<file path="src/rtl/ltt_pkg.sv">
package ltt_pkg;

   localparam int unsigned ADDR_W = 3;

   typedef enum logic [ADDR_W-1:0] {
      A_CTRL  = 3'd0,
      A_TICKB = 3'd1,
      A_ICNTB = 3'd2,
      A_IEN   = 3'd3,
      A_ISTAT = 3'd4,
      A_WSTAT = 3'd5,
      A_LIVE  = 3'd6
   } reg_addr_e;

   localparam int unsigned WS_TICK = 0;
   localparam int unsigned WS_ICNT = 1;
   localparam int unsigned WS_CTRL = 3;
   localparam int unsigned WS_W    = 4;

   typedef struct packed {
      logic ivl;   // bit 2: reload on expiry
      logic irun;  // bit 1: interrupt counter enable
      logic run;   // bit 0: prescaler enable
   } ctrl_t;

endpackage

</file>
<file path="src/rtl/ltt_commit_pipe.sv">
module ltt_commit_pipe #(
   parameter int unsigned LAT = 3,
   parameter int unsigned AW  = 3,
   parameter int unsigned DW  = 32
) (
   input  logic          clk,
   input  logic          rst_n,
   input  logic          in_vld,
   input  logic [AW-1:0] in_addr,
   input  logic [DW-1:0] in_data,
   output logic          out_vld,
   output logic [AW-1:0] out_addr,
   output logic [DW-1:0] out_data
);

   if (LAT < 1) begin : g_bad_lat
      $error("ltt_commit_pipe: LAT must be at least 1");
   end

   for (genvar s = 0; s < LAT; s++) begin : g_stage
      logic          vld;
      logic [AW-1:0] addr;
      logic [DW-1:0] data;
      if (s == 0) begin : g_head
         always_ff @(posedge clk or negedge rst_n) begin
            if (!rst_n) begin
               vld  <= 1'b0;
               addr <= '0;
               data <= '0;
            end else begin
               vld  <= in_vld;
               addr <= in_addr;
               data <= in_data;
            end
         end
      end else begin : g_body
         always_ff @(posedge clk or negedge rst_n) begin
            if (!rst_n) begin
               vld  <= 1'b0;
               addr <= '0;
               data <= '0;
            end else begin
               vld  <= g_stage[s-1].vld;
               addr <= g_stage[s-1].addr;
               data <= g_stage[s-1].data;
            end
         end
      end
   end

   assign out_vld  = g_stage[LAT-1].vld;
   assign out_addr = g_stage[LAT-1].addr;
   assign out_data = g_stage[LAT-1].data;

endmodule

</file>
<file path="src/rtl/ltt_prescaler.sv">
module ltt_prescaler #(
   parameter int unsigned TICK_W = 32
) (
   input  logic              clk,
   input  logic              rst_n,
   input  logic              run_i,
   input  logic [TICK_W-1:0] div_i,
   output logic              tick_o
);

   if (TICK_W < 1) begin : g_bad_w
      $error("ltt_prescaler: TICK_W must be at least 1");
   end

   logic [TICK_W-1:0] pcnt_q;

   // wrap on >= so a divisor lowered mid-count cannot be skipped over
   assign tick_o = run_i && (pcnt_q >= div_i);

   always_ff @(posedge clk or negedge rst_n) begin
      if (!rst_n)       pcnt_q <= '0;
      else if (!run_i)  pcnt_q <= '0;
      else if (tick_o)  pcnt_q <= '0;
      else              pcnt_q <= pcnt_q + 1'b1;
   end

   assert_tick_wrap_R4: assert property (@(posedge clk) disable iff (!rst_n)
      tick_o |=> (pcnt_q == '0));

   assert_idle_hold_R9: assert property (@(posedge clk) disable iff (!rst_n)
      !run_i |=> (pcnt_q == '0));

endmodule

</file>
<file path="src/rtl/ltt_irq_counter.sv">
module ltt_irq_counter #(
   parameter int unsigned CNT_W   = 31,
   parameter int unsigned CNT_MIN = 15
) (
   input  logic             clk,
   input  logic             rst_n,
   input  logic             tick_i,
   input  logic             run_i,
   input  logic             ivl_i,
   input  logic             load_i,
   input  logic [CNT_W-1:0] load_val_i,
   output logic [CNT_W-1:0] buf_o,
   output logic [CNT_W-1:0] cnt_o,
   output logic             expire_o
);

   if (CNT_W < 2 || CNT_W > 31) begin : g_bad_w
      $error("ltt_irq_counter: CNT_W must lie in 2..31");
   end
   if (CNT_MIN < 1) begin : g_bad_min
      $error("ltt_irq_counter: CNT_MIN must be at least 1");
   end

   localparam logic [CNT_W-1:0] MIN_V = CNT_W'(CNT_MIN);
   localparam logic [CNT_W-1:0] ONE_V = CNT_W'(1);

   logic [CNT_W-1:0] buf_q;
   logic [CNT_W-1:0] cnt_q;
   logic [CNT_W-1:0] load_eff;
   logic             step;

   assign load_eff = (load_val_i < MIN_V) ? MIN_V : load_val_i;
   assign step     = run_i && tick_i && !load_i && (cnt_q != '0);
   assign expire_o = step && (cnt_q == ONE_V);

   always_ff @(posedge clk or negedge rst_n) begin
      if (!rst_n) begin
         buf_q <= '0;
         cnt_q <= '0;
      end else if (load_i) begin
         buf_q <= load_eff;
         cnt_q <= load_eff;
      end else if (step) begin
         if (expire_o && ivl_i) cnt_q <= buf_q;
         else                   cnt_q <= cnt_q - ONE_V;
      end
   end

   assign buf_o = buf_q;
   assign cnt_o = cnt_q;

   assert_cnt_le_buf_R7: assert property (@(posedge clk) disable iff (!rst_n)
      cnt_q <= buf_q);

   assert_load_min_R6: assert property (@(posedge clk) disable iff (!rst_n)
      load_i |=> (buf_q >= MIN_V));

   assert_noflag_keep_R5: assert property (@(posedge clk) disable iff (!rst_n)
      !load_i |=> $stable(buf_q));

   assert_oneshot_park_R8: assert property (@(posedge clk) disable iff (!rst_n)
      (cnt_q == '0 && !load_i) |=> (cnt_q == '0));

endmodule

</file>
<file path="src/rtl/local_tick_timer.sv">
module local_tick_timer
   import ltt_pkg::*;
#(
   parameter int unsigned DATA_W     = 32,
   parameter int unsigned TICK_W     = 32,
   parameter int unsigned CNT_W      = 31,
   parameter int unsigned CNT_MIN    = 15,
   parameter int unsigned COMMIT_LAT = 3
) (
   input  logic              clk,
   input  logic              rst_n,
   input  logic              reg_we,
   input  logic [ADDR_W-1:0] reg_addr,
   input  logic [DATA_W-1:0] reg_wdata,
   output logic [DATA_W-1:0] reg_rdata,
   output logic              irq
);

   localparam int unsigned FLAG_BIT = CNT_W;

   if (CNT_W + 1 > DATA_W) begin : g_bad_cnt
      $error("local_tick_timer: count plus update flag exceeds DATA_W");
   end
   if (TICK_W > DATA_W) begin : g_bad_tick
      $error("local_tick_timer: TICK_W exceeds DATA_W");
   end
   if (COMMIT_LAT < 1) begin : g_bad_lat
      $error("local_tick_timer: COMMIT_LAT must be at least 1");
   end

   // ---------------- delayed-commit path ----------------
   logic              pipe_in;
   logic              commit_vld;
   logic [ADDR_W-1:0] commit_addr;
   logic [DATA_W-1:0] commit_data;

   assign pipe_in = reg_we && (reg_addr == A_CTRL || reg_addr == A_TICKB ||
                               reg_addr == A_ICNTB);

   ltt_commit_pipe #(
      .LAT (COMMIT_LAT),
      .AW  (ADDR_W),
      .DW  (DATA_W)
   ) u_commit (
      .clk      (clk),
      .rst_n    (rst_n),
      .in_vld   (pipe_in),
      .in_addr  (reg_addr),
      .in_data  (reg_wdata),
      .out_vld  (commit_vld),
      .out_addr (commit_addr),
      .out_data (commit_data)
   );

   logic c_ctrl, c_tick, c_icnt;
   assign c_ctrl = commit_vld && (commit_addr == A_CTRL);
   assign c_tick = commit_vld && (commit_addr == A_TICKB);
   assign c_icnt = commit_vld && (commit_addr == A_ICNTB);

   // ---------------- committed registers ----------------
   ctrl_t             ctrl_q;
   logic [TICK_W-1:0] div_q;

   always_ff @(posedge clk or negedge rst_n) begin
      if (!rst_n) begin
         ctrl_q <= '0;
         div_q  <= '0;
      end else begin
         if (c_ctrl) ctrl_q <= ctrl_t'(commit_data[2:0]);
         if (c_tick) div_q  <= commit_data[TICK_W-1:0];
      end
   end

   // ---------------- timer stages ----------------
   logic             tick;
   logic             expire;
   logic [CNT_W-1:0] cnt_buf;
   logic [CNT_W-1:0] cnt_live;
   logic             cnt_load;

   assign cnt_load = c_icnt && commit_data[FLAG_BIT];

   ltt_prescaler #(
      .TICK_W (TICK_W)
   ) u_presc (
      .clk    (clk),
      .rst_n  (rst_n),
      .run_i  (ctrl_q.run),
      .div_i  (div_q),
      .tick_o (tick)
   );

   ltt_irq_counter #(
      .CNT_W   (CNT_W),
      .CNT_MIN (CNT_MIN)
   ) u_icnt (
      .clk        (clk),
      .rst_n      (rst_n),
      .tick_i     (tick),
      .run_i      (ctrl_q.irun),
      .ivl_i      (ctrl_q.ivl),
      .load_i     (cnt_load),
      .load_val_i (commit_data[CNT_W-1:0]),
      .buf_o      (cnt_buf),
      .cnt_o      (cnt_live),
      .expire_o   (expire)
   );

   // ---------------- immediate registers ----------------
   logic            ien_q;
   logic            pend_q;
   logic [WS_W-1:0] wstat_q;
   logic [WS_W-1:0] ws_set;
   logic            wr_ien, wr_istat, wr_wstat;

   assign wr_ien   = reg_we && (reg_addr == A_IEN);
   assign wr_istat = reg_we && (reg_addr == A_ISTAT);
   assign wr_wstat = reg_we && (reg_addr == A_WSTAT);

   always_comb begin
      ws_set          = '0;
      ws_set[WS_TICK] = c_tick;
      ws_set[WS_ICNT] = c_icnt;
      ws_set[WS_CTRL] = c_ctrl;
   end

   always_ff @(posedge clk or negedge rst_n) begin
      if (!rst_n) begin
         ien_q   <= 1'b0;
         pend_q  <= 1'b0;
         wstat_q <= '0;
      end else begin
         if (wr_ien) ien_q <= reg_wdata[0];
         // a set in the same edge wins over a clear
         pend_q  <= expire | (pend_q & ~(wr_istat & reg_wdata[0]));
         wstat_q <= ws_set | (wstat_q & ~(wr_wstat ? reg_wdata[WS_W-1:0] : '0));
      end
   end

   assign irq = pend_q & ien_q;

   // ---------------- read mux ----------------
   always_comb begin
      reg_rdata = '0;
      case (reg_addr)
         A_CTRL:  reg_rdata[2:0]        = ctrl_q;
         A_TICKB: reg_rdata[TICK_W-1:0] = div_q;
         A_ICNTB: reg_rdata[CNT_W-1:0]  = cnt_buf;
         A_IEN:   reg_rdata[0]          = ien_q;
         A_ISTAT: reg_rdata[0]          = pend_q;
         A_WSTAT: reg_rdata[WS_W-1:0]   = wstat_q;
         A_LIVE:  reg_rdata[CNT_W-1:0]  = cnt_live;
         default: reg_rdata             = '0;
      endcase
   end

   assert_pend_cause_R11: assert property (@(posedge clk) disable iff (!rst_n)
      $rose(pend_q) |-> $past(expire));

   assert_wstat_cause_R2: assert property (@(posedge clk) disable iff (!rst_n)
      $rose(wstat_q[WS_CTRL]) |-> $past(commit_vld && commit_addr == A_CTRL));

   assert_irq_mask_R10: assert property (@(posedge clk) disable iff (!rst_n)
      (!$past(wr_ien) && !$past(ien_q)) |-> !irq);

endmodule

</file>
<file path="config.mk">
export PLATFORM = sky130hd
export DESIGN_NAME = local_tick_timer
export DESIGN_NICKNAME = d
export VERILOG_FILES = /design/src/rtl/ltt_pkg.sv /design/src/rtl/ltt_commit_pipe.sv /design/src/rtl/ltt_prescaler.sv /design/src/rtl/ltt_irq_counter.sv /design/src/rtl/local_tick_timer.sv
export SDC_FILE = /design/constraint.sdc
export NUM_CORES = 1
export LEC_CHECK = 0
export CAP_MARGIN = 20
export CORE_AREA = 2 2 130 144
export CTS_CLUSTER_SIZE = 16
export DETAILED_ROUTE_END_ITERATION = 10
export DIE_AREA = 0 0 132 146
export DONT_BUFFER_PORTS = 1
export GPL_TIMING_DRIVEN = 0
export PLACE_DENSITY_LB_ADDON = 0.25
export SETUP_SLACK_MARGIN = 0.15
export SLEW_MARGIN = 20
export SYNTH_ARGS = -nofsm -noshare
export SYNTH_HDL_FRONTEND = slang
export SYNTH_HIERARCHICAL = 1
export SYNTH_SLANG_ARGS = --single-unit
</file>
<file path="constraint.sdc">
create_clock -name clk -period 4.1 [get_ports clk]
set_clock_uncertainty 0.1 [all_clocks]
set_input_delay 0.205 -clock clk [delete_from_list [all_inputs] [get_ports clk]]
set_output_delay 0.205 -clock clk [all_outputs]
set_load 0.01 [all_outputs]
</file>
### Yosys cells after proc, flatten, opt, wreduce, memory -nomap -nowiden

Index checks and enable logic that the tools add are counted.
W data, S select, Z words.

| word-level totals | value |
|---|---|
| bits of input ports | 38 |
| register bits after elaboration | 243 |

| cells by class | value |
|---|---|
| multiplexer cells | 12 |
| $lt $le $gt $ge | 2 |
| equality and inequality tests | 9 |
| add/sub/neg operators | 2 |
| reductions and logical operators | 21 |
| bitwise operators | 8 |

Operator list:

| kind | number |
|---|---|
| $mux W31 | 4 |
| $pmux W27 S3 | 1 |
| $mux W32 | 2 |
| $add A32 B1 Y32 const B | 1 |
| $ge A32 B32 Y1 | 1 |
| $eq A31 B1 Y1 const B | 1 |
| $lt A31 B4 Y1 const B | 1 |
| $reduce_bool A31 Y1 | 1 |
| $sub A31 B1 Y31 const B | 1 |
| $logic_and A1 B1 Y1 | 14 |
| $pmux W2 S5 | 1 |
| $eq A3 B2 Y1 const B | 3 |
| $eq A3 B3 Y1 const B | 3 |
| $pmux W1 S7 | 1 |
| $eq A3 B1 Y1 const B | 2 |
| $logic_not A3 Y1 | 2 |
| $and A4 B4 Y4 | 1 |
| $mux W4 | 1 |
| $not A4 Y4 | 1 |
| $or A4 B4 Y4 | 1 |
| $pmux W1 S4 | 1 |
| $and A1 B1 Y1 | 3 |
| $logic_or A1 B1 Y1 | 2 |
| $reduce_bool A2 Y1 | 1 |
| 4 further kinds | 4 |

### Depth between registers and ports, before layout

Gate-level depths: netlist of the first run.

| depth | value |
|---|---|
| word-level depth | 11 |
| gate-level depth with buffers | 16 |
| gate-level depth less buffers | 14 |

### Hierarchy

The synthesis of the first run kept the hierarchy.

By module, submodules not included:

| module | times used | area each (um2) | cells an instance |
|---|---|---|---|
| ltt_irq_counter | 1 | 3712.3 | 399 |
| ltt_commit_pipe | 1 | 2702.6 | 108 |
| local_tick_timer | 1 | 2399.8 | 221 |
| ltt_prescaler | 1 | 2394.8 | 267 |

### Worst setup path before layout of the first run

No wires, ideal clock.

| timing path | value |
|---|---|
| path kind | register -> register |
| start | register u_presc.pcnt_q[3] |
| end | register u_icnt.cnt_q[11] (netlist: u_icnt/cnt_o[11]) |
| stages on the path, launching flop included | 16 |
| data required time | 3872 ps |
| period minus slack after synthesis | 3035 ps |
| setup time | 128 ps |
| setup slack | 1065 ps |
| path buffers | 2 |
| arrival time | 2807 ps |
| cell sequence | dfrtp_1 -> ha_1 -> nor2_1 -> or3_1 -> o221ai_1 -> a21o_1 -> nand2_1 -> a21oi_1 -> nand3b_1 -> nor2_1 -> and3_1 -> buf_2 -> buf_2 -> nor4_1 -> a221oi_1 -> o2bb2ai_1 |

| between the ends | value |
|---|---|
| longest elaborated chain between the ends | 10 |
| elaborated cells on any way between the ends | 11 |

Ends and longest elaborated chain:

| item | line | text |
|---|---|---|
| from (decl) | ltt_prescaler.sv:15 | `logic [TICK_W-1:0] pcnt_q;` |
| from (signal assigned) | ltt_prescaler.sv:24 | `else pcnt_q <= pcnt_q + 1'b1;` |
| $ge A32 B32 Y1 * | ltt_prescaler.sv:18 | `assign tick_o = run_i && (pcnt_q >= div_i);` |
| $logic_and A1 B1 Y1 * | ltt_prescaler.sv:18 |  |
| via tick | local_tick_timer.sv:75 | `logic tick;` |
| $logic_and A1 B1 Y1 * (3 in a row) | ltt_irq_counter.sv:33 | `assign step = run_i && tick_i && !load_i && (cnt_q != '0);` |
| $logic_and A1 B1 Y1 | ltt_irq_counter.sv:34 | `assign expire_o = step && (cnt_q == ONE_V);` |
| $logic_and A1 B1 Y1 | ltt_irq_counter.sv:44 | `if (expire_o && ivl_i) cnt_q <= buf_q;` |
| $mux W31 | ltt_irq_counter.sv:44 |  |
| $mux W31 | ltt_irq_counter.sv:43 | `end else if (step) begin` |
| $mux W31 | ltt_irq_counter.sv:40 | `end else if (load_i) begin` |
| to (signal assigned) | ltt_irq_counter.sv:42 | `cnt_q <= load_eff;` |
| to (signal assigned) | ltt_irq_counter.sv:44 |  |
| to (signal assigned) | ltt_irq_counter.sv:45 | `else cnt_q <= cnt_q - ONE_V;` |
| to (decl) | ltt_irq_counter.sv:28 | `logic [CNT_W-1:0] cnt_q;` |

The timed path passes the listed nets; every way through them passes the cells marked *. The select of a mux whose other input is x is not followed.
A chain may end at the register's enable or synchronous reset.

### Final worst setup path of the first run

Same ends and word-level chain as after synthesis.

==> impl_metrics.tcl, run 1 <==
set metrics [dict create \
    status "complete, but fails checks" \
    violations "negative hold slack" \
    io_pins 71 \
    fmax_ghz 0.262 \
    ir_worst_vdd_mv 0.453 \
    grt-ovfl-total 0 \
    r2r_cells 15 \
    start_util 0.634 \
    avgRoutedWirePerCell_um 22.9 \
    synth_cells 995 \
    post_drt_via_cell_ratio 6.35 \
    cts_num_sinks 243 \
    grt_use_met1 0.436 \
    endpoint_kind "flip-flop" \
    cts_made_buffers 26 \
    rows 51 \
    busiest_layer "met2" \
    cap_violations 0 \
    drc 0 \
    grt_max_degree 244 \
    syn_to_final_growth_pct 14.5 \
    vias 8391 \
    synthArstFlopShare 1.00 \
    synth_area_mm2 0.0112 \
    buffer_ports.inserted 0 \
    gp_congestion 0.974 \
    r2r_setup_slack_ps 280 \
    synthTopCellsByArea "dfrtp_1 (54%), mux2_2 (5.3%), ha_1 (4.0%), mux2i_1 (2.8%), nand2_1 (2.7%)" \
    nFillCells 1225 \
    drive_gt1_frac 0.157 \
    p_leak_uw 0.00574 \
    groute.layer.met2.usage 0.517 \
    ant_nets 0 \
    syn_area_per_cell_um2 11.3 \
    synth_warnings 6 \
    wl_um 30300 \
    finalHoldViolations 243 \
    r2r_start "u_presc/pcnt_q[3]" \
    cts_tree "done" \
    grt_pass1_wl_um 47700 \
    synth-edff-count 0 \
    setup.worst_path.class "reg2reg" \
    power_density_mw_per_mm2 484 \
    antenna_cells 0 \
    placed_cell_area_mm2 0.0115 \
    path_max_fanout 10 \
    tns_ps 0 \
    hold_slack_ps -735 \
    drv_slew 0 \
    fin_area_mm2 0.0128 \
    coreArea_mm2 0.0177 \
    worst_pin_slew_ps 840 \
    dp_hpwl_um 20900 \
    grtUsageMet3 0.0484 \
    worstReg2RegEnd "u_icnt/cnt_o[11]" \
    h-tree-depth 1 \
    cts-root-buf "clkbuf_16" \
    syn_nets 1069 \
    rsz0062_at_grt "true" \
    antenna_found_initial 1 \
    die_w_um 132 \
    hold_buffers 36 \
    slew-limit-headroom 0.440 \
    clk_path_buf_depth 3 \
    grt_pass1_vias 8310 \
    synth-seq-cells 243 \
    synth_largest_type_area_fraction 0.542 \
    arrival_ps 4120 \
    design.die.area_mm2 0.0193 \
    synth_top_flop_cell "dfrtp_1" \
    setup_viol 0 \
    drtIter0Drc 837 \
    startpoint_type "flip-flop" \
    yosysSeqAreaShare 0.542 \
    hold_path.class "in2async" \
    cp.required_ps 4410 \
    synth_cell_type_count 87 \
    final_nets 1137 \
    fin_crit_ps 3820 \
    grt_usage 0.319 \
    drt_first_pass_iters 7 \
    clk_latency_ps 530 \
    fin_crit_sh 0.931 \
    chipHeight_um 146 \
    final_common_cell "dfrtp_1" \
    clk_pin_slew_worst_paths_ps 60 \
    final_cell_mix "dfrtp_1 (243), nand2_1 (82), nor2_1 (65), inv_1 (65), o21ai_0 (58)" \
    synth_area_leader_cell "dfrtp_1" \
]
## routing by layer
| layer | up-vias | wire [um] |
|---|---|---|
| li1 | 3700 | - |
| met1 | 4171 | 12600 |
| met2 | 428 | 14300 |
| met3 | 90 | 2100 |
| met4 | 2 | 1160 |
| met5 | - | 13 |
## stage by stage
step	instances	hold slack [ps]	utilization	power (uW)	worst slack, ps
after floorplan	995	-191	-	3420	1070
after global placement	1233	-185	0.651	3640	201
after detailed placement	1233	-184	0.651	3670	190
after CTS	1317	-752	0.724	6220	166
after global routing	1321	-751	0.726	6440	73.6
final	1321	-735	0.726	6210	283
## cell usage after synthesis, drive strengths merged, types with 4 or more instances
cell type	n
mux2	53
and3	15
and4	4
dfrtp	243
nand2	83
xor2	17
clkbuf	9
a32oi	5
a221oi	8
or4	7
a221o	7
ha	36
a211oi	5
or3	6
inv	65
mux2i	31
nand3	20
nand4	16
buf	31
a22o	4
a21oi	35
o21ai	62
nor4	19
nor2	79
a22oi	4
xnor2	17
nor2b	4
o22ai	8
nor3	24
o2bb2ai	6
a211o	4
a31oi	7
nor3b	4
a21o	7
## worst max-delay path: stages, from the launching register on
cell	delay [ps]
dfrtp_1	470
ha_1	320
nor2_1	30
or3_1	350
o221ai_1	290
a21o_1	210
nand2_1	80
a21oi_1	180
nand3b_1	240
nor2_2	220
and3_1	210
clkbuf_4	270
clkbuf_4	280
nor4_1	80
a221oi_1	260
o2bb2ai_1	110
## where the power goes
group | switching (uW) | internal [uW] | leakage [uW]
clock | 980 | 1540 | 0.000439
combinational | 449 | 363 | 0.00226
sequential | 244 | 2630 | 0.00303
total | 1670 | 4540 | 0.00574
## cell families after synthesis
logic type / count (synthesis) / share of synthesized area
adder cells (fa/ha/maj): 36 / 0.0402
buffers and inverters: 105 / 0.0449
multiplexers: 84 / 0.0809
flip-flops: 243 / 0.542
AND/OR/NAND/NOR: 293 / 0.142
XOR/XNOR: 34 / 0.0266
AO/OA/AOI/OAI: 200 / 0.123
## sequential cells by signal, indices dropped and copies added, names as in the netlist, 4 cells and up
| signal | count |
|---|---|
| u_presc/pcnt_q | 32 |
| u_commit/g_stage.addr | 6 |
| div_q | 32 |
| wstat_q | 4 |
| u_commit/out_data | 32 |
| u_icnt/cnt_o | 31 |
| u_icnt/buf_o | 31 |
| u_commit/g_stage.data | 64 |
## worst max path at each step
stage / startpoint / end / slack (ps) / cells after the start
3_3_place_gp: u_presc/pcnt_q[7] / u_icnt/cnt_o[11] / 200 / 15
3_5_place_dp: u_presc/pcnt_q[7] / u_icnt/cnt_o[11] / 190 / 15
2_1_floorplan: u_presc/pcnt_q[3] / u_icnt/cnt_o[11] / 1070 / 15
5_1_grt: u_presc/pcnt_q[3] / u_icnt/cnt_o[11] / 70 / 15
6_report: u_presc/pcnt_q[3] / u_icnt/cnt_o[11] / 280 / 15
4_1_cts: u_presc/pcnt_q[3] / u_icnt/cnt_o[11] / 170 / 15
## area by class of cell
cell class | count | area, um2 | share of cell area
plain buffers | 40 | 267 | 0.0208
clock buffers | 31 | 701 | 0.0546
clock inverters | 17 | 229 | 0.0178
inverters | 65 | 244 | 0.0190
multi-input cells | 647 | 4630 | 0.361
flip-flops and latches | 243 | 6080 | 0.474
well taps | 238 | 298 | 0.0232
repair buffers | 40 | 390 | 0.0304
## what timing repair did
item | in CTS | in global routing
buffers inserted | 0 | 4
resized for setup | 0 | 5
endpoints found under the hold margin | 285 | 243
endpoints found under the setup margin | 0 | 21
(Power assumes the default switching activity.)
==> run 2: changes to the inputs <==
- CORE_AREA: 2 2 130 144 -> 2 2 163 181
- DIE_AREA: 0 0 132 146 -> 0 0 165 183
==> run 2 against run 1 <==
Against the previous run: the run still ends with negative hold slack left; routed wire length is 2.7% higher; register-to-register slack hardly changed; fmax is 0.11% higher.
==> impl_metrics.tcl, run 2 (synthesis results as in run 1) <==
set metrics [dict create \
    cts_num_sinks 243 \
    io_pins 71 \
    final_cell_mix "dfrtp_1 (243), nand2_1 (82), nor2_1 (65), inv_1 (65), o21ai_0 (58)" \
    drtIter0Drc 712 \
    cts_made_buffers 27 \
    grt-ovfl-total 0 \
    clk_latency_ps 540 \
    drt_first_pass_iters 5 \
    regArea_mm2 0.00608 \
    clk_path_buf_depth 3 \
    fmax_ghz 0.262 \
    antenna_found_initial 0 \
    cap_violations 0 \
    cts-root-buf "clkbuf_16" \
    dp_cells 1363 \
    worst_pin_slew_ps 810 \
    h-tree-depth 1 \
    fin_area_mm2 0.0130 \
    rsz0062_at_grt "false" \
    path_max_fanout 6 \
    fin_crit_ps 3810 \
    top_register "u_commit/g_stage.data" \
    ir_worst_vdd_mv 0.308 \
    startpoint_type "flip-flop" \
    arrival_ps 4180 \
    nFillCells 2616 \
    fin_crit_sh 0.930 \
    placed_cell_area_mm2 0.0117 \
    ant_nets 0 \
    drc 0 \
    die_w_um 165 \
    p_total_uw 6020 \
    coreArea_mm2 0.0284 \
    buffer_ports.inserted 0 \
    final_common_cell "dfrtp_1" \
    endpoint_kind "flip-flop" \
    drv_slew 0 \
    hold_buffers 36 \
    p_leak_uw 0.00573 \
    vias 8136 \
    multiInputGateArea_mm2 0.00463 \
    avgRoutedWirePerCell_um 21.4 \
    chipHeight_um 183 \
    tns_ps 0 \
    cts_tree "done" \
    status "complete, but fails checks" \
    dp_hpwl_um 21900 \
    hold_slack_ps -711 \
    grt_max_degree 244 \
    clk_pin_slew_worst_paths_ps 60 \
    slew-limit-headroom 0.460 \
    grt_pass1_vias 8071 \
    r2r_cells 15 \
    syn_to_final_growth_pct 15.5 \
    largest_reg_flops 64 \
    r2r_setup_slack_ps 290 \
    gp_congestion 0.934 \
    violations "negative hold slack" \
    power_density_mw_per_mm2 465 \
    grt_pass1_wl_um 47900 \
    drive_gt1_frac 0.160 \
    post_drt_via_cell_ratio 5.61 \
    start_util 0.395 \
    setup.worst_path.class "reg2reg" \
    setup_viol 0 \
    wl_um 31100 \
    cp.required_ps 4470 \
    final_cells 1451 \
    hold_path.class "in2async" \
    rows 65 \
    design.die.area_mm2 0.0302 \
    grt_usage 0.210 \
    antenna_cells 0 \
    final_nets 1138 \
    finalHoldViolations 243 \
]
-- run 2: changes by cell type in the layout (fill, tap and decap cells not counted), sizes merged --
cell      previous run  this run
inv                 66        65
clkinvlp             6         3
bufinv               5         0
clkbuf              42        49
clkinv               5         7
-- run 2: what timing repair did --
action / CTS / global route
gates resized for setup: 0 / 6
buffers inserted: 0 / 4
setup endpoints to repair: 0 / 20
hold endpoints to repair: 285 / 243
-- run 2: power by group --
part	total, uW	switching (uW)	internal, uW	leakage (uW)
Sequential	2870	233	2630	0.00303
Combinational	807	445	362	0.00226
Clock	2350	970	1380	0.000434
-- run 2: area by class of cell --
cell class,instances,share of cell area
buffer,40,0.0206
clock buffer,38,0.0631
clock inverter,10,0.00444
inverter,65,0.0188
multi-input combinational,647,0.358
sequential,243,0.470
tap,368,0.0356
timing repair buffer,40,0.0301
-- run 2: final timing paths --
path	end	start
min in group clk	wstat_q[2]	reg_we
setup / recovery	u_icnt/cnt_o[28]	u_presc/pcnt_q[7]
max in group asynchronous	div_q[29]	rst_n
hold / removal	u_icnt/cnt_o[8]	rst_n
hold reg to reg	u_commit/out_data[8]	u_commit/g_stage[1].data[8]
setup reg to reg	u_icnt/cnt_o[28]	u_presc/pcnt_q[7]
-- run 2: through the flow --
stage | util | setup slack (ps)
2_1_floorplan | - | 1070
3_3_place_gp | 0.411 | 220
3_5_place_dp | 0.411 | 210
4_1_cts | 0.455 | 204
5_1_grt | 0.456 | 168
6_report | 0.456 | 287
-- run 2: critical path: stages, from the launching register on --
cell and delay [ps]:
dfrtp_1 460, ha_1 330, nand2_1 80, or3_1 330, o221ai_2 230, a21o_1 200
nand2_1 90, a21oi_1 190, nand3b_1 220, buf_4 210, nor4_1 290, nor4b_4 240
buf_4 200, nor2_2 120, a32oi_1 260, o221a_1 190
-- run 2: routing by layer --
| metal | GRT usage | part of all wire | up-vias |
|---|---|---|---|
| li1 | - | - | 3708 |
| met1 | 0.285 | 0.43 | 4029 |
| met2 | 0.331 | 0.46 | 312 |
| met3 | 0.0289 | 0.065 | 87 |
| met4 | 0.0998 | 0.046 | 0 |
| met5 | 0 | 0 | - |
==> run 3: changes to the inputs <==
--- a/config.mk
+++ b/config.mk
@@ -6,4 +6,5 @@
 export NUM_CORES = 1
 export LEC_CHECK = 0
+export ABC_CLOCK_PERIOD_IN_PS = 4100
 export CAP_MARGIN = 20
 export CORE_AREA = 2 2 163 181
@@ -15,5 +16,5 @@
 export PLACE_DENSITY_LB_ADDON = 0.25
 export SETUP_SLACK_MARGIN = 0.15
-export SLEW_MARGIN = 20
+export SLEW_MARGIN = 10
 export SYNTH_ARGS = -nofsm -noshare
 export SYNTH_HDL_FRONTEND = slang
==> constraint.sdc (replaced) <==
create_clock -name clk -period 4.1 [get_ports clk]
set_clock_uncertainty 0.1 [all_clocks]
set_input_delay 0.205 -clock clk [delete_from_list [all_inputs] [get_ports clk]]
set_output_delay 0.205 -clock clk [all_outputs]
set_load 0.05 [all_outputs]
==> run 3 against run 2 <==
Against the previous run: the run still ends with negative hold slack left; final area grew 0.43%; setup slack gained 49 ps; register-to-register slack gained 50 ps; global-route usage grew 0.064 points; critical path depth shrank 1; core utilization grew 0.20 points; largest power group unchanged; largest cell class unchanged; sequential power is essentially flat; clock power grew 8.5%; sequential cell count is the same; clock-buffer cell count shrank 2; cell count is essentially flat.
==> impl_metrics.tcl, run 3 (synthesis results as in run 1) <==
set metrics [dict create \
    status "complete, but fails checks" \
    violations "negative hold slack" \
    p_total_uw 6320 \
    chipHeight_um 183 \
    fin_crit_sh 0.918 \
    critPathLaunch "u_presc/pcnt_q[7]" \
    cts_num_sinks 243 \
    share_seq_of_total_power 0.454 \
    p_comb_frac 0.142 \
    antenna_cells 0 \
    intPower_uw 4580 \
    r2r_setup_slack_ps 340 \
    grt_pass1_wl_um 48300 \
    io_pins 71 \
    grt_max_degree 244 \
    rows 65 \
    p_leak_uw 0.00575 \
    endpoint_kind "flip-flop" \
    drc 0 \
    cts_tree "done" \
    slew-limit-headroom 0.208 \
    start_util 0.395 \
    r2r_start "u_presc/pcnt_q[7]" \
    clk_path_buf_depth 3 \
    cts-root-buf "clkbuf_16" \
    design.die.area_mm2 0.0302 \
    grt_pass1_vias 8067 \
    drtIter0Drc 722 \
    clk_pin_slew_worst_paths_ps 60 \
    postLayoutCoreUtil 0.458 \
    endpoint "u_icnt/cnt_o[28]" \
    post_drt_via_cell_ratio 5.55 \
    clkPwrFrac 0.404 \
    setup.worst_path.class "reg2reg" \
    dp_hpwl_um 21900 \
    grt-ovfl-total 0 \
    top_register "u_commit/g_stage.data" \
    avgRoutedWirePerCell_um 21.3 \
    worstReg2RegEnd "u_icnt/cnt_o[28]" \
    fmax_ghz 0.266 \
    cap_violations 0 \
    cp.required_ps 4470 \
    nFillCells 2639 \
    h-tree-depth 1 \
    drive_gt1_frac 0.156 \
    ir_worst_vdd_mv 0.355 \
    final_cell_mix "dfrtp_1 (243), nand2_1 (82), nor2_1 (65), inv_1 (65), mux2_2 (53)" \
    syn_to_final_growth_pct 16.0 \
    path_max_fanout 6 \
    coreArea_mm2 0.0284 \
    hold_buffers 36 \
    die_w_um 165 \
    rsz0062_at_grt "false" \
    switching_share 0.276 \
    setup_viol 0 \
    drt_first_pass_iters 7 \
    r2r_cells 14 \
    arrival_ps 4130 \
    grt_usage 0.210 \
    p_sw_uw 1750 \
    ant_nets 0 \
    worst_pin_slew_ps 1180 \
    final_common_cell "dfrtp_1" \
    cts_made_buffers 27 \
    vias 8056 \
    clk_latency_ps 540 \
    buffer_ports.inserted 0 \
    hold_slack_ps -719 \
    hold_path.class "in2async" \
    fin_crit_ps 3760 \
    tns_ps 0 \
    final_nets 1137 \
    drv_slew 0 \
    power_density_mw_per_mm2 486 \
    startpoint_type "flip-flop" \
    largest_reg_flops 64 \
    antenna_found_initial 0 \
    finalHoldViolations 243 \
    gp_congestion 0.934 \
    wl_um 30900 \
]
## run 3: cell count changes in the layout (fill, tap and decap cells not counted), sizes merged
cell	previous run	this run
clkbuf	49	45
clkinvlp	3	1
inv	65	66
bufinv	0	5
buf	33	34
## run 3: layout make-up
class	count	area, um2	area share
buffer	39	263	0.0202
clock buffer	36	739	0.0568
clock inverter	14	201	0.0155
inverter	65	244	0.0188
multi-input combinational	647	4630	0.356
sequential	243	6080	0.467
tap	368	460	0.0354
timing repair buffer	40	390	0.0300
## run 3: critical path, cell delays in order, from the launching register on
cell and delay [ps]:
dfrtp_1 460, ha_1 330, nand2_1 70, or3_1 300
o221ai_1 280, a21o_1 220, nand2_1 90, a21oi_1 170
nand3b_1 230, nor4_1 360, nor4b_4 240, buf_4 200
nor2_2 120, a32oi_1 290, o221a_1 220
## run 3: what timing repair did
item                                   CTS  global route
setup endpoints to repair                0            19
setup buffers                            0             4
gates resized for setup                  0             6
endpoints found under the hold margin  285           243
## run 3: how the worst min path moves through the flow
| stage | from | end | cells past startpoint |
|---|---|---|---|
| floorplan | rst_n | ctrl_q[0] | 0 |
| global placement | rst_n | u_commit/g_stage[0].data[5] | 0 |
| detailed placement | rst_n | u_commit/g_stage[0].data[7] | 0 |
| CTS | rst_n | u_icnt/cnt_o[4] | 0 |
| global route | rst_n | u_commit/g_stage[0].data[5] | 0 |
| finish | rst_n | u_icnt/cnt_o[6] | 0 |
## run 3: metrics by stage
| stage | cell area, um2 | setup WS [ps] | std cells |
|---|---|---|---|
| after detailed placement | 11700 | 218 | 1363 |
| after CTS | 13000 | 167 | 1449 |
| after floorplan | 11200 | 1070 | 995 |
| after global routing | 13000 | 160 | 1452 |
| after global placement | 11700 | 220 | 1363 |
| final | 13000 | 336 | 1452 |
## run 3: power groups by stage
stage	Clock (uW)	Sequential [uW]	Combinational (uW)
2_1_floorplan	0	2820	687
3_3_place_gp	0	2900	841
3_5_place_dp	0	2910	859
4_1_cts	2620	2870	894
5_1_grt	2730	2910	974
6_report	2550	2870	898
## run 3: per-layer routing
layer / up-vias / share of wire / track usage
met4: 0 / 0.039 / 0.0807
met3: 65 / 0.055 / 0.0249
li1: 3723 / - / -
met5: - / 0 / 0
met1: 4001 / 0.44 / 0.291
met2: 267 / 0.47 / 0.339
